--- src/rtl/nand_seq_pkg.sv ---
package nand_seq_pkg;

  typedef enum logic [1:0] {
    M_WRITE = 2'd0,
    M_READ  = 2'd1,
    M_CMP   = 2'd2,
    M_WAIT  = 2'd3
  } mode_e;

  localparam logic [2:0] TGT_DATA = 3'd0;
  localparam logic [2:0] TGT_CMD  = 3'd1;
  localparam logic [2:0] TGT_ADDR = 3'd2;

  function automatic mode_e word_mode(input logic [31:0] w);
    return mode_e'(w[25:24]);
  endfunction

  function automatic logic [2:0] word_target(input logic [31:0] w);
    return w[19:17];
  endfunction

  function automatic logic word_incr(input logic [31:0] w);
    return w[16];
  endfunction

  function automatic logic [15:0] word_count(input logic [31:0] w);
    return w[15:0];
  endfunction

  function automatic logic [2:0] word_cs(input logic [31:0] w);
    return w[22:20];
  endfunction

  // after a command byte with increment set, later bytes become address cycles
  function automatic logic [2:0] next_target(input logic [2:0] t, input logic incr);
    return (incr && t == TGT_CMD) ? TGT_ADDR : t;
  endfunction

endpackage

--- src/rtl/nand_seq_sync.sv ---
module nand_seq_sync (
  input  logic clk,
  input  logic rst_n,
  input  logic d,
  output logic q
);
  logic s1_q, s2_q;

  always_ff @(posedge clk or negedge rst_n) begin
    if (!rst_n) begin
      s1_q <= 1'b0;
      s2_q <= 1'b0;
    end else begin
      s1_q <= d;
      s2_q <= s1_q;
    end
  end

  assign q = s2_q;
endmodule

--- src/rtl/nand_seq_timer.sv ---
module nand_seq_timer #(
  parameter int TW = 4
) (
  input  logic          clk,
  input  logic          rst_n,
  input  logic          load,
  input  logic [TW-1:0] load_val,
  output logic          zero
);
  logic [TW-1:0] cnt_q;

  always_ff @(posedge clk or negedge rst_n) begin
    if (!rst_n)                cnt_q <= '0;
    else if (load)             cnt_q <= load_val;
    else if (cnt_q != '0)      cnt_q <= cnt_q - 1'b1;
  end

  assign zero = (cnt_q == '0);
endmodule

--- src/rtl/nand_seq_csdec.sv ---
module nand_seq_csdec #(
  parameter int NCS = 4,
  parameter int CSW = 2
) (
  input  logic           en,
  input  logic [CSW-1:0] sel,
  output logic [NCS-1:0] ce_n
);
  for (genvar i = 0; i < NCS; i++) begin : g_ce
    assign ce_n[i] = !(en && (sel == CSW'(i)));
  end
endmodule

--- src/rtl/nand_seq.sv ---
module nand_seq
  import nand_seq_pkg::*;
#(
  parameter int NCS = 4,
  parameter int TW  = 4
) (
  input  logic           clk,
  input  logic           rst_n,
  input  logic           ctl_valid,
  input  logic [31:0]    ctl_word,
  input  logic [TW-1:0]  t_low,
  input  logic [TW-1:0]  t_high,
  output logic           busy,
  output logic           done,
  output logic           cmp_miss,
  input  logic [7:0]     wr_data,
  input  logic           wr_valid,
  output logic           wr_ready,
  output logic [7:0]     rd_data,
  output logic           rd_valid,
  output logic [NCS-1:0] nand_ce_n,
  output logic           nand_cle,
  output logic           nand_ale,
  output logic           nand_we_n,
  output logic           nand_re_n,
  output logic [7:0]     nand_dq_o,
  output logic           nand_dq_oe,
  input  logic [7:0]     nand_dq_i,
  input  logic           nand_rb_n
);
  localparam int CSW = (NCS > 1) ? $clog2(NCS) : 1;

  typedef enum logic [2:0] {S_IDLE, S_FETCH, S_LOW, S_HIGH, S_WAIT} state_e;

  function automatic logic [TW-1:0] phase_len(input logic [TW-1:0] t);
    return (t == '0) ? TW'(2) : t;
  endfunction

  state_e         state_q, state_d;
  mode_e          mode_q;
  logic [2:0]     tgt_q;
  logic           incr_q;
  logic [15:0]    rem_q;
  logic [CSW-1:0] cs_q;
  logic [7:0]     byte_q, rdd_q;
  logic           miss_q, done_q, rdv_q;
  logic           tmr_zero, tmr_load, rb_ready;
  logic [TW-1:0]  tmr_val;

  // named events
  logic accept, in_wait, in_empty, stream_mode, byte_last;
  logic fetch_take, lo_end, hi_end, wait_ok, enter_low, finish, wait_active;

  assign accept      = (state_q == S_IDLE) && ctl_valid;
  assign in_wait     = word_mode(ctl_word) == M_WAIT;
  assign in_empty    = word_count(ctl_word) == 16'd0;
  assign stream_mode = (mode_q == M_WRITE) || (mode_q == M_CMP);
  assign byte_last   = rem_q == 16'd1;
  assign fetch_take  = (state_q == S_FETCH) && wr_valid;
  assign lo_end      = (state_q == S_LOW)  && tmr_zero;
  assign hi_end      = (state_q == S_HIGH) && tmr_zero;
  assign wait_active = state_q == S_WAIT;
  assign wait_ok     = wait_active && rb_ready;
  assign enter_low   = fetch_take
                     || (accept && !in_wait && !in_empty && word_mode(ctl_word) == M_READ)
                     || (hi_end && !byte_last && mode_q == M_READ);
  assign finish      = (accept && !in_wait && in_empty) || (hi_end && byte_last) || wait_ok;

  assign tmr_load = enter_low || lo_end;
  assign tmr_val  = lo_end ? phase_len(t_high) - 1'b1 : phase_len(t_low) - 1'b1;

  nand_seq_sync u_rb_sync (
    .clk(clk), .rst_n(rst_n), .d(nand_rb_n), .q(rb_ready)
  );

  nand_seq_timer #(.TW(TW)) u_timer (
    .clk(clk), .rst_n(rst_n), .load(tmr_load), .load_val(tmr_val), .zero(tmr_zero)
  );

  nand_seq_csdec #(.NCS(NCS), .CSW(CSW)) u_csdec (
    .en(busy), .sel(cs_q), .ce_n(nand_ce_n)
  );

  always_comb begin
    state_d = state_q;
    unique case (state_q)
      S_IDLE: if (accept) begin
        if (in_wait)                              state_d = S_WAIT;
        else if (in_empty)                        state_d = S_IDLE;
        else if (word_mode(ctl_word) == M_READ)   state_d = S_LOW;
        else                                      state_d = S_FETCH;
      end
      S_FETCH: if (wr_valid) state_d = S_LOW;
      S_LOW:   if (tmr_zero) state_d = S_HIGH;
      S_HIGH:  if (tmr_zero) begin
        if (byte_last)        state_d = S_IDLE;
        else if (stream_mode) state_d = S_FETCH;
        else                  state_d = S_LOW;
      end
      S_WAIT:  if (rb_ready) state_d = S_IDLE;
      default: state_d = S_IDLE;
    endcase
  end

  always_ff @(posedge clk or negedge rst_n) begin
    if (!rst_n) begin
      state_q <= S_IDLE;
      mode_q  <= M_WRITE;
      tgt_q   <= TGT_DATA;
      incr_q  <= 1'b0;
      rem_q   <= '0;
      cs_q    <= '0;
      byte_q  <= '0;
      rdd_q   <= '0;
      miss_q  <= 1'b0;
      done_q  <= 1'b0;
      rdv_q   <= 1'b0;
    end else begin
      state_q <= state_d;
      done_q  <= finish;
      rdv_q   <= lo_end && (mode_q == M_READ);
      if (accept) begin
        mode_q <= word_mode(ctl_word);
        tgt_q  <= word_target(ctl_word);
        incr_q <= word_incr(ctl_word);
        rem_q  <= word_count(ctl_word);
        cs_q   <= CSW'(word_cs(ctl_word));
        miss_q <= 1'b0;
      end
      if (fetch_take) byte_q <= wr_data;
      if (lo_end && mode_q == M_READ) rdd_q <= nand_dq_i;
      if (lo_end && mode_q == M_CMP && nand_dq_i != byte_q) miss_q <= 1'b1;
      if (hi_end && !byte_last) begin
        rem_q <= rem_q - 16'd1;
        tgt_q <= next_target(tgt_q, incr_q);
      end
    end
  end

  assign busy       = state_q != S_IDLE;
  assign done       = done_q;
  assign cmp_miss   = miss_q;
  assign wr_ready   = state_q == S_FETCH;
  assign rd_data    = rdd_q;
  assign rd_valid   = rdv_q;
  assign nand_cle   = busy && !wait_active && tgt_q == TGT_CMD;
  assign nand_ale   = busy && !wait_active && tgt_q == TGT_ADDR;
  assign nand_we_n  = !((state_q == S_LOW) && (mode_q == M_WRITE));
  assign nand_re_n  = !((state_q == S_LOW) && (mode_q == M_READ || mode_q == M_CMP));
  assign nand_dq_o  = byte_q;
  assign nand_dq_oe = busy && (mode_q == M_WRITE);
endmodule

--- config.mk ---
export PLATFORM = sky130hd
export DESIGN_NAME = nand_seq
export DESIGN_NICKNAME = d
export VERILOG_FILES = /design/src/rtl/nand_seq_pkg.sv /design/src/rtl/nand_seq_sync.sv /design/src/rtl/nand_seq_timer.sv /design/src/rtl/nand_seq_csdec.sv /design/src/rtl/nand_seq.sv
export SDC_FILE = /design/constraint.sdc
export NUM_CORES = 1
export LEC_CHECK = 0
export ABC_AREA = 1
export BUFFER_PORTS_ARGS = -buffer_cell sky130_fd_sc_hd__buf_2
export CORE_MARGIN = 5
export CORE_UTILIZATION = 55
export DETAILED_ROUTE_END_ITERATION = 8
export PLACE_DENSITY = 0.95
export SLEW_MARGIN = 20
export SYNTH_ARGS = -nofsm -noshare
export SYNTH_HDL_FRONTEND = slang
export SYNTH_SLANG_ARGS = --single-unit
--- constraint.sdc ---
create_clock -name clk -period 5.17 [get_ports clk]
set_input_delay 0.2585 -clock clk [delete_from_list [all_inputs] [get_ports clk]]
set_output_delay 0.2585 -clock clk [all_outputs]
set_load 0.02 [all_outputs]
==> results_dict.tcl, run 1 <==
set metrics [dict create \
    synth_top_family_by_area "simple AND/OR/NAND/NOR gates" \
    p_leak_uw 0.00183 \
    syn_to_final_growth_pct 19.5 \
    ys_async_sr_fraction_pct 100 \
    setup_viol 0 \
    top_level_ports 91 \
    outcome "finished clean" \
    r2r_end "u_timer.cnt_q[2]$_DFFE_PN0P_" \
    syn_area_per_cell_sq_um 7.98 \
    antennaDiodeCount 0 \
    yosysUniqueCellTypes 40 \
    hold_viol_final 0 \
    synthAdderAreaFrac_pct 2.51 \
    gp_congestion 0.889 \
    dp.cells 522 \
    crit_chain "nor2_1 > nand2_1 > nor2_1 > nor2_4 > nand4_1 > nand2_2 > ha_1 > nand3b_1 > a21oi_1" \
    muxShareOfSynthArea_pct 0 \
    post-route-min-period_ps 2340 \
    drive_gt1_share_pct 25.7 \
    post_cts_buffers 0 \
    synth_area_leaders "dfrtp_1 43%, nand2_1 13%, inv_1 5.4%, nor2_1 4.9%, nand3_1 3.8%" \
    timing.final.ws_setup_ps 2830 \
    ctsLongestPathBuffers 2 \
    synth.largest_area_cell "dfrtp_1" \
    first_pass_iters 6 \
    relSlewSlack_pct 41.6 \
    ant_nets 0 \
    p_total_uw 2060 \
    fillers 429 \
    synth-xor-area-share_pct 2.05 \
    synth_flop_cell "dfrtp_1" \
    critPathRequiredTime_ps 5400 \
    hold_path.class "primary input to async pin" \
    port_buffers 82 \
    irDropWorstVdd_mv 0.297 \
    switching_power_uw 957 \
    syn-cell-area_sq_um 2990 \
    max_freq_ghz 0.428 \
    ys_ff_latch 52 \
    die_y_microns 83.8 \
    drt_wl_total_microns 7530 \
    fin_nets 526 \
    stdcell_count 530 \
    intPower_uw 1100 \
    p_clk_share_pct 13.4 \
    grt_pass1_vias 2876 \
    grt_max_degree 53 \
    slew_viol_final 0 \
    cap_violations 0 \
    synth-edff-count 0 \
    via_per_inst 5.51 \
    dieWidth_microns 83.8 \
    power_density_nw_per_um2 575 \
    clk_latency_ps 300 \
    post-route-util_pct 68.7 \
    end_kind "register" \
    pwr-share-comb_pct 50.6 \
    rsz0062_at_grt "no" \
    crit_top_cell "nor2_1" \
    power.share.sequential_pct 36.0 \
    netlist_instances 375 \
    worstPathArrival_ps 2560 \
    dieArea_sq_um 7020 \
    clkSinkCount 52 \
    yosysTopAreaCellShare_pct 43.5 \
    wl_per_cell_microns 14.2 \
    worst-path-max-fanout 13 \
    vias 2921 \
    synth-simple-area-share_pct 32.8 \
    ctsResizeCount 0 \
    hpwlAfterDp_microns 5690 \
    cts_hold_buf 0 \
    grt.total_usage_pct 21.5 \
    overflow 0 \
    critPathBufInv 0 \
    start_util_pct 57.5 \
    setup_tns_ps 0 \
    rr_worst_depth 9 \
    fin_crit_sh_pct 45.2 \
    rows 26 \
    power_switching_share_pct 46.5 \
    drt_iter0_markers 201 \
    cts.clk_slew.worst_paths_ps 100 \
    ys_seq_area_share_pct 43.5 \
    synth_nets 442 \
    startpoint_type "register" \
    place_worst_setup_slack_ps 2850 \
    tightestPinTransition_ps 872 \
    cp_slowest_cell "nor2_1" \
    crit_family "simple AND/OR/NAND/NOR gates" \
    r2r-start "state_q[1]$_DFFE_PN0P_" \
    antenna_found_initial 0 \
    cts_buffers 5 \
    r2r_slack_ps 2830 \
    drc 0 \
    yosys_warnings 0 \
    cts-root-buf "clkbuf_8" \
    path_class "register to register" \
    core_sq_um 5200 \
    skew_ps 11.3 \
    htreeDepth 2 \
    max_stage_delay_ps 680 \
    grt_first_pass_wirelength_microns 12700 \
    cts_tree "done" \
    synth-compound-area-share_pct 12.1 \
]
-- power groups by stage --
stage	combinational, uW	sequential [uW]	clock (uW)
finish	1040	741	275
global route	1160	762	297
global placement	983	728	0
floorplan	681	788	0
detailed placement	1030	742	0
CTS	1040	736	277
-- layout make-up --
class | instances | area [sq um] | share of cell area (%)
timing repair buffer | 83 | 418 | 11.7
multi-input combinational | 270 | 1480 | 41.4
sequential | 52 | 1300 | 36.4
tap | 70 | 87.6 | 2.45
clock buffer | 5 | 68.8 | 1.92
clock inverter | 3 | 42.5 | 1.19
inverter | 47 | 176 | 4.93
-- stage by stage --
stage	cell area, sq um	hold slack (ps)
3_3_place_gp	3470	335
4_1_cts	3580	60.5
3_5_place_dp	3470	339
6_report	3580	45.6
5_1_grt	3580	58.2
2_1_floorplan	2990	-37.1
-- cells in the mapped netlist (all sizes together), types with 6 or more instances --
cell / n
dfrtp: 52
ha: 6
a21oi: 6
nand2: 111
o211ai: 13
o21ai: 19
nand3: 29
nor2: 46
inv: 47
nand3b: 6
-- sequential cells by signal (all words and copies together), names as in the netlist --
| signal | cells |
|---|---|
| cmp_miss | 1 |
| cs_q | 2 |
| done | 1 |
| incr_q | 1 |
| mode_q | 2 |
| nand_dq_o | 8 |
| rd_data | 8 |
| rd_valid | 1 |
| rem_q | 16 |
| state_q | 3 |
| tgt_q | 3 |
| u_rb_sync.q | 1 |
| u_rb_sync.s1_q | 1 |
| u_timer.cnt_q | 4 |
-- layout by cell type (no fill, tap or decap), types with 2 or more instances in the layout --
master,Yosys,routed
a21oi_1,6,6
a22o_1,2,2
a31oi_1,2,2
buf_2,3,82
clkbuf_8,0,5
dfrtp_1,52,52
ha_1,6,6
inv_1,43,43
inv_2,4,4
nand2_1,107,107
nand2_2,3,3
nand3_1,23,23
nand3_2,4,4
nand3_4,2,2
nand3b_1,6,6
nand4_1,5,5
nor2_1,39,39
nor2_2,2,2
nor2_4,3,3
nor2_8,2,2
nor3_1,2,2
nor3_2,3,3
nor4_1,2,2
o211ai_1,11,11
o211ai_2,2,2
o21ai_0,18,18
o221ai_1,3,3
xnor2_1,5,5
xor2_1,2,2
-- logic make-up after synthesis --
logic type | after synthesis
xor+xnor | 7
buf+inv | 53
fa+ha+maj | 6
flops | 52
simple gates | 204
compound gates | 53
-- worst register-to-register path: stages (launching register included) --
cell and delay (ps):
dfrtp_1 470, nor2_1 130, nand2_1 100, nor2_1 680, nor2_4 130, nand4_1 180, nand2_2 80, ha_1 210
nand3b_1 160, a21oi_1 140
-- how the worst max path moves through the flow --
stage | start | endpoint | slack (ps) | depth (start not counted)
detailed placement | state_q[1]$_DFFE_PN0P_ | u_timer.cnt_q[2]$_DFFE_PN0P_ | 2850 | 9
floorplan | rem_q[1]$_DFFE_PN0P_ | u_timer.cnt_q[2]$_DFFE_PN0P_ | 3420 | 12
global route | state_q[1]$_DFFE_PN0P_ | u_timer.cnt_q[2]$_DFFE_PN0P_ | 2650 | 9
CTS | state_q[1]$_DFFE_PN0P_ | u_timer.cnt_q[2]$_DFFE_PN0P_ | 2850 | 9
finish | state_q[1]$_DFFE_PN0P_ | u_timer.cnt_q[2]$_DFFE_PN0P_ | 2830 | 9
global placement | state_q[1]$_DFFE_PN0P_ | u_timer.cnt_q[2]$_DFFE_PN0P_ | 2970 | 9
-- routing by layer --
layer | vias up | GRT usage [%] | share of wire (%)
met1 | 1339 | 26.4 | 40
met2 | 160 | 37.7 | 48
met3 | 24 | 5.13 | 9.0
met4 | 0 | 5.41 | 2.2
met5 | - | 0 | 0
li1 | 1398 | - | -
Power figures use the tool's default switching activity.
==> run 2, diff against run 1 <==
- CORE_UTILIZATION: 55 -> 47
- PLACE_DENSITY: 0.95 -> 0.87
- clock period: 5.17 -> 1.9 ns (I/O delays scaled with it)
==> run 2 against run 1 <==
Routed wire length rose by 7.6%; critical path depth did not move; non-clock buffer count rose by 36; via count rose by 1.9%; clock power rose by 130%; sequential share of layout area fell by 3.4 points; flip-flop and latch count did not move; combinational power rose to 3.2 times the previous value; die area rose by 15%; global-route usage fell by 2.5 points; highest routed layer unchanged.
==> results_dict.tcl, run 2 (synthesis gave the netlist of run 1 again) <==
set metrics [dict create \
    start_util_pct 47.7 \
    wl_met1_microns 3290 \
    rr_worst_depth 9 \
    cts.clk_slew.worst_paths_ps 100 \
    post-route-util_pct 63.0 \
    final_cell_area_sq_um 3950 \
    cts-root-buf "clkbuf_8" \
    r2r_end "u_timer.cnt_q[2]$_DFFE_PN0P_" \
    setup_viol 0 \
    tightestPinTransition_ps 597 \
    dieArea_sq_um 8070 \
    cts_tree "done" \
    antenna_found_initial 0 \
    stdcell_count 573 \
    die_y_microns 89.8 \
    skew_ps 15.4 \
    relSlewSlack_pct 60.2 \
    drt_iter0_markers 146 \
    path_class "register to register" \
    max_freq_ghz 0.556 \
    gp_congestion 0.843 \
    ff_latch_area_sq_um 1300 \
    largest-register "rem_q" \
    switching_power_uw 2790 \
    hold_path.class "primary input to register" \
    layout_commonest_cell "nand2_1" \
    slew_viol_final 0 \
    r2r_slack_ps 100 \
    startpoint_type "register" \
    drt_wl_total_microns 8100 \
    outcome "finished clean" \
    power_switching_share_pct 46.7 \
    clkSinkCount 52 \
    grt.total_usage_pct 19.0 \
    worst-path-max-fanout 8 \
    irDropWorstVdd_mv 0.844 \
    topRoutingLayerUsed "met4" \
    dieWidth_microns 89.8 \
    min_from "ctl_word[16]" \
    whs_path_depth 3 \
    multiInputGateArea_sq_um 1560 \
    syn_to_final_growth_pct 32.0 \
    final_cell_mix "103 x nand2_1, 82 x buf_2, 50 x dfrtp_1" \
    setup_tns_ps 0 \
    antennaDiodeCount 0 \
    overflow 0 \
    fin_nets 562 \
    ant_nets 0 \
    top_level_ports 91 \
    cts_buffers 5 \
    largest_reg_flops 16 \
    clk_latency_ps 300 \
    worstPathArrival_ps 2040 \
    fillers 532 \
    grt_max_degree 30 \
    core_sq_um 6280 \
    grt_first_pass_wirelength_microns 12900 \
    dpl_cell_area_sq_um 3570 \
    port_buffers 82 \
    hpwlAfterDp_microns 5950 \
    pwr-share-comb_pct 55.9 \
    grt_pass1_vias 2929 \
    cap_violations 0 \
    power_density_nw_per_um2 1510 \
    critPathRequiredTime_ps 2140 \
    first_pass_iters 4 \
    p_clk_share_pct 10.7 \
    rows 29 \
    p_leak_uw 0.00201 \
    dr_wl_met3_microns 492 \
    ctsLongestPathBuffers 2 \
    dr_wl_met2_microns 4200 \
    post-route-min-period_ps 1800 \
    min_to "incr_q$_DFFE_PN0N_" \
    wl_per_cell_microns 14.1 \
    vias 2977 \
    drive_gt1_share_pct 32.9 \
    htreeDepth 2 \
    drc 0 \
    dp.cells 540 \
    end_kind "register" \
    fin_crit_sh_pct 94.6 \
    via_per_inst 5.20 \
    power.share.sequential_pct 33.4 \
    r2r-start "state_q[0]$_DFFE_PN0P_" \
    hold_viol_final 0 \
    intPower_uw 3180 \
]
==> run 2: worst max-delay path by stage <==
stage,from,end,slack [ps],cells past startpoint
floorplan,rem_q[1]$_DFFE_PN0P_,u_timer.cnt_q[2]$_DFFE_PN0P_,150,12
global placement,rem_q[1]$_DFFE_PN0P_,u_timer.cnt_q[2]$_DFFE_PN0P_,70,12
detailed placement,rem_q[1]$_DFFE_PN0P_,u_timer.cnt_q[2]$_DFFE_PN0P_,-70,12
CTS,rem_q[1]$_DFFE_PN0P_,u_timer.cnt_q[2]$_DFFE_PN0P_,9,12
global route,rem_q[3]$_DFFE_PN0P_,u_timer.cnt_q[2]$_DFFE_PN0P_,-10,11
finish,state_q[0]$_DFFE_PN0P_,u_timer.cnt_q[2]$_DFFE_PN0P_,100,9
==> run 2: final cells by class <==
class	count	area share (%)
clock buffer	5	1.74
clock inverter	3	0.538
inverter	47	4.46
multi-input combinational	270	39.5
sequential	52	33.0
tap	77	2.44
timing repair buffer	119	18.4
==> run 2: routing by layer <==
layer	up-vias	track usage, %
li1	1472	-
met1	1403	23.1
met2	91	33.4
met3	11	4.26
met4	0	5.54
met5	-	0
==> run 2: worst max-delay path, cell delays in order, from the launching register on <==
cell	delay (ps)
dfrtp_1	470
nor2_4	210
nand2_4	120
nor2_8	130
nand3_4	120
nand4_1	150
nand2_2	80
ha_2	180
nand3b_1	150
a21oi_1	140
==> run 2: power by group through the flow <==
stage	Sequential (uW)	Combinational [uW]	Clock (uW)
2_1_floorplan	2140	1850	0
3_3_place_gp	1950	2850	0
3_5_place_dp	1980	2970	0
4_1_cts	1960	3020	652
5_1_grt	2050	3670	694
6_report	1990	3340	640
==> run 2: through the flow <==
step	total power, uW	setup slack (ps)	hold slack, ps
2_1_floorplan	4000	149	-201
5_1_grt	6410	-13.0	12.7
4_1_cts	5630	8.72	2.74
6_report	5970	103	3.08
3_5_place_dp	4950	-67.9	129
3_3_place_gp	4800	66.2	137
==> run 2: what timing repair did <==
action,in CTS,in global routing
hold buffers,10,0
pin swaps,0,11
setup buffers,0,15
endpoints found under the setup margin,1,8
resized for setup,3,21
hold endpoints to repair,32,0
==> run 3, diff against run 2 <==
- ABC_CLOCK_PERIOD_IN_PS: not set -> 1900
- SETUP_SLACK_MARGIN: not set -> 0.2
==> run 3 against run 2 <==
Worst setup slack got worse by 58 ps; final area increased by 7.0%; combinational power increased by 14%; hold slack about the same; fmax decreased by 3.1%; clock power increased by 7.5%; register-to-register slack got worse by 60 ps; sequential share of layout area decreased by 2.2 points; sequential power about the same; largest cell class unchanged.
==> results_dict.tcl, run 3 (synthesis gave the netlist of run 1 again) <==
set metrics [dict create \
    clk_latency_ps 320 \
    rows 29 \
    power_density_nw_per_um2 1540 \
    first_pass_iters 4 \
    startpoint_type "register" \
    port_buffers 82 \
    post-route-min-period_ps 1860 \
    antennaDiodeCount 0 \
    largest_reg_flops 16 \
    ant_nets 0 \
    hold_viol_final 0 \
    ctsLongestPathBuffers 2 \
    cts_buffers 5 \
    grt_max_degree 30 \
    worstPathArrival_ps 2110 \
    setup_viol 0 \
    relSlewSlack_pct 58.4 \
    end_kind "register" \
    outcome "finished clean" \
    drc 0 \
    grt.total_usage_pct 21.3 \
    drt_wl_total_microns 9140 \
    tightestPinTransition_ps 624 \
    slew_viol_final 0 \
    dpl_cell_area_sq_um 3560 \
    dieArea_sq_um 8070 \
    place_worst_setup_slack_ps -68.3 \
    post-route-util_pct 67.4 \
    critPathRequiredTime_ps 2150 \
    cts-root-buf "clkbuf_8" \
    p_leak_uw 0.00213 \
    htreeDepth 2 \
    top_level_ports 91 \
    hold_slack_ps 2.65 \
    fin_nets 580 \
    cap_violations 0 \
    rr_worst_depth 11 \
    final_cell_mix "100 x nand2_1, 82 x buf_2, 50 x dfrtp_1" \
    antenna_found_initial 0 \
    vias 3122 \
    max_freq_ghz 0.539 \
    die_y_microns 89.8 \
    worst-path-max-fanout 5 \
    fin_crit_sh_pct 97.7 \
    largest-register "rem_q" \
    wl_per_cell_microns 15.5 \
    grt_pass1_vias 3245 \
    irDropWorstVdd_mv 1.19 \
    drive_gt1_share_pct 35.8 \
    core_sq_um 6280 \
    cts_tree "done" \
    drt_iter0_markers 151 \
    overflow 0 \
    grt_first_pass_wirelength_microns 14500 \
    skew_ps 11.1 \
    syn_to_final_growth_pct 41.2 \
    hpwlAfterDp_microns 5950 \
    clkSinkCount 52 \
    timing.final.ws_setup_ps 44.3 \
    layout_commonest_cell "nand2_1" \
    cts.clk_slew.worst_paths_ps 100 \
    start_util_pct 47.7 \
    rsz0062_at_grt "yes" \
    hold_path.class "primary input to register" \
    via_per_inst 5.28 \
    dieWidth_microns 89.8 \
    gp_congestion 0.833 \
    path_class "register to register" \
    final_cell_area_sq_um 4230 \
    whs_path_depth 2 \
]
## run 3: power by group
part | switching, uW | total, uW | internal [uW]
clock | 416 | 688 | 272
combinational | 2250 | 3810 | 1560
sequential | 414 | 2010 | 1600
## run 3: path summary, 6_finish.rpt
kind,start,end,slack [ps]
max,rem_q[11]$_DFFE_PN0P_,u_timer.cnt_q[2]$_DFFE_PN0P_,40
min,ctl_word[17],tgt_q[0]$_DFFE_PN0P_,3
max reg2reg,rem_q[11]$_DFFE_PN0P_,u_timer.cnt_q[2]$_DFFE_PN0P_,40
min reg2reg,u_rb_sync.s1_q$_DFF_PN0_,u_rb_sync.q$_DFF_PN0_,360
max in group asynchronous,rst_n,u_timer.cnt_q[2]$_DFFE_PN0P_,1010
min in group asynchronous,rst_n,rem_q[11]$_DFFE_PN0P_,320
## run 3: timing repair
| item | 4_1_cts | 5_1_grt |
|---|---|---|
| buffers inserted | 15 | 13 |
| hold endpoints to repair | 39 | 0 |
| hold buffers | 17 | 0 |
| gates resized for setup | 20 | 32 |
| pin swaps | 10 | 20 |
| endpoints found under the setup margin | 17 | 31 |
## run 3: area by class of cell
| cell class | instances | area, sq um |
|---|---|---|
| timing repair buffer | 137 | 882 |
| multi-input combinational | 270 | 1670 |
| fill | 463 | 2050 |
| clock inverter | 3 | 26.3 |
| tap | 77 | 96.3 |
| inverter | 47 | 179 |
| clock buffer | 5 | 68.8 |
| sequential | 52 | 1300 |
## run 3: worst max-delay path, stage by stage, from the launching register on
cell	delay (ps)
dfrtp_1	420
nor2_2	190
nand2_2	90
nor2_4	120
nand2_4	100
nand3_4	130
nand3_4	130
nand2_4	100
nand2_4	50
ha_4	160
nand3b_1	170
a21oi_2	130
## run 3: metal layers
layer | track usage, % | share of wire, % | up-vias
li1 | - | - | 1510
met3 | 5.34 | 6.5 | 14
met4 | 5.92 | 1.6 | 0
met2 | 39.5 | 53 | 123
met5 | 0 | 0 | -
met1 | 23.9 | 39 | 1475
## run 3: per-stage QoR
| stage | setup TNS, ps | std cells | power, uW |
|---|---|---|---|
| final | 0 | 591 | 6510 |
| after global routing | -85.1 | 591 | 6940 |
| after CTS | 0 | 578 | 5990 |
| after detailed placement | -68.3 | 538 | 4920 |
| after global placement | 0 | 538 | 4770 |
| after floorplan | 0 | 375 | 4000 |
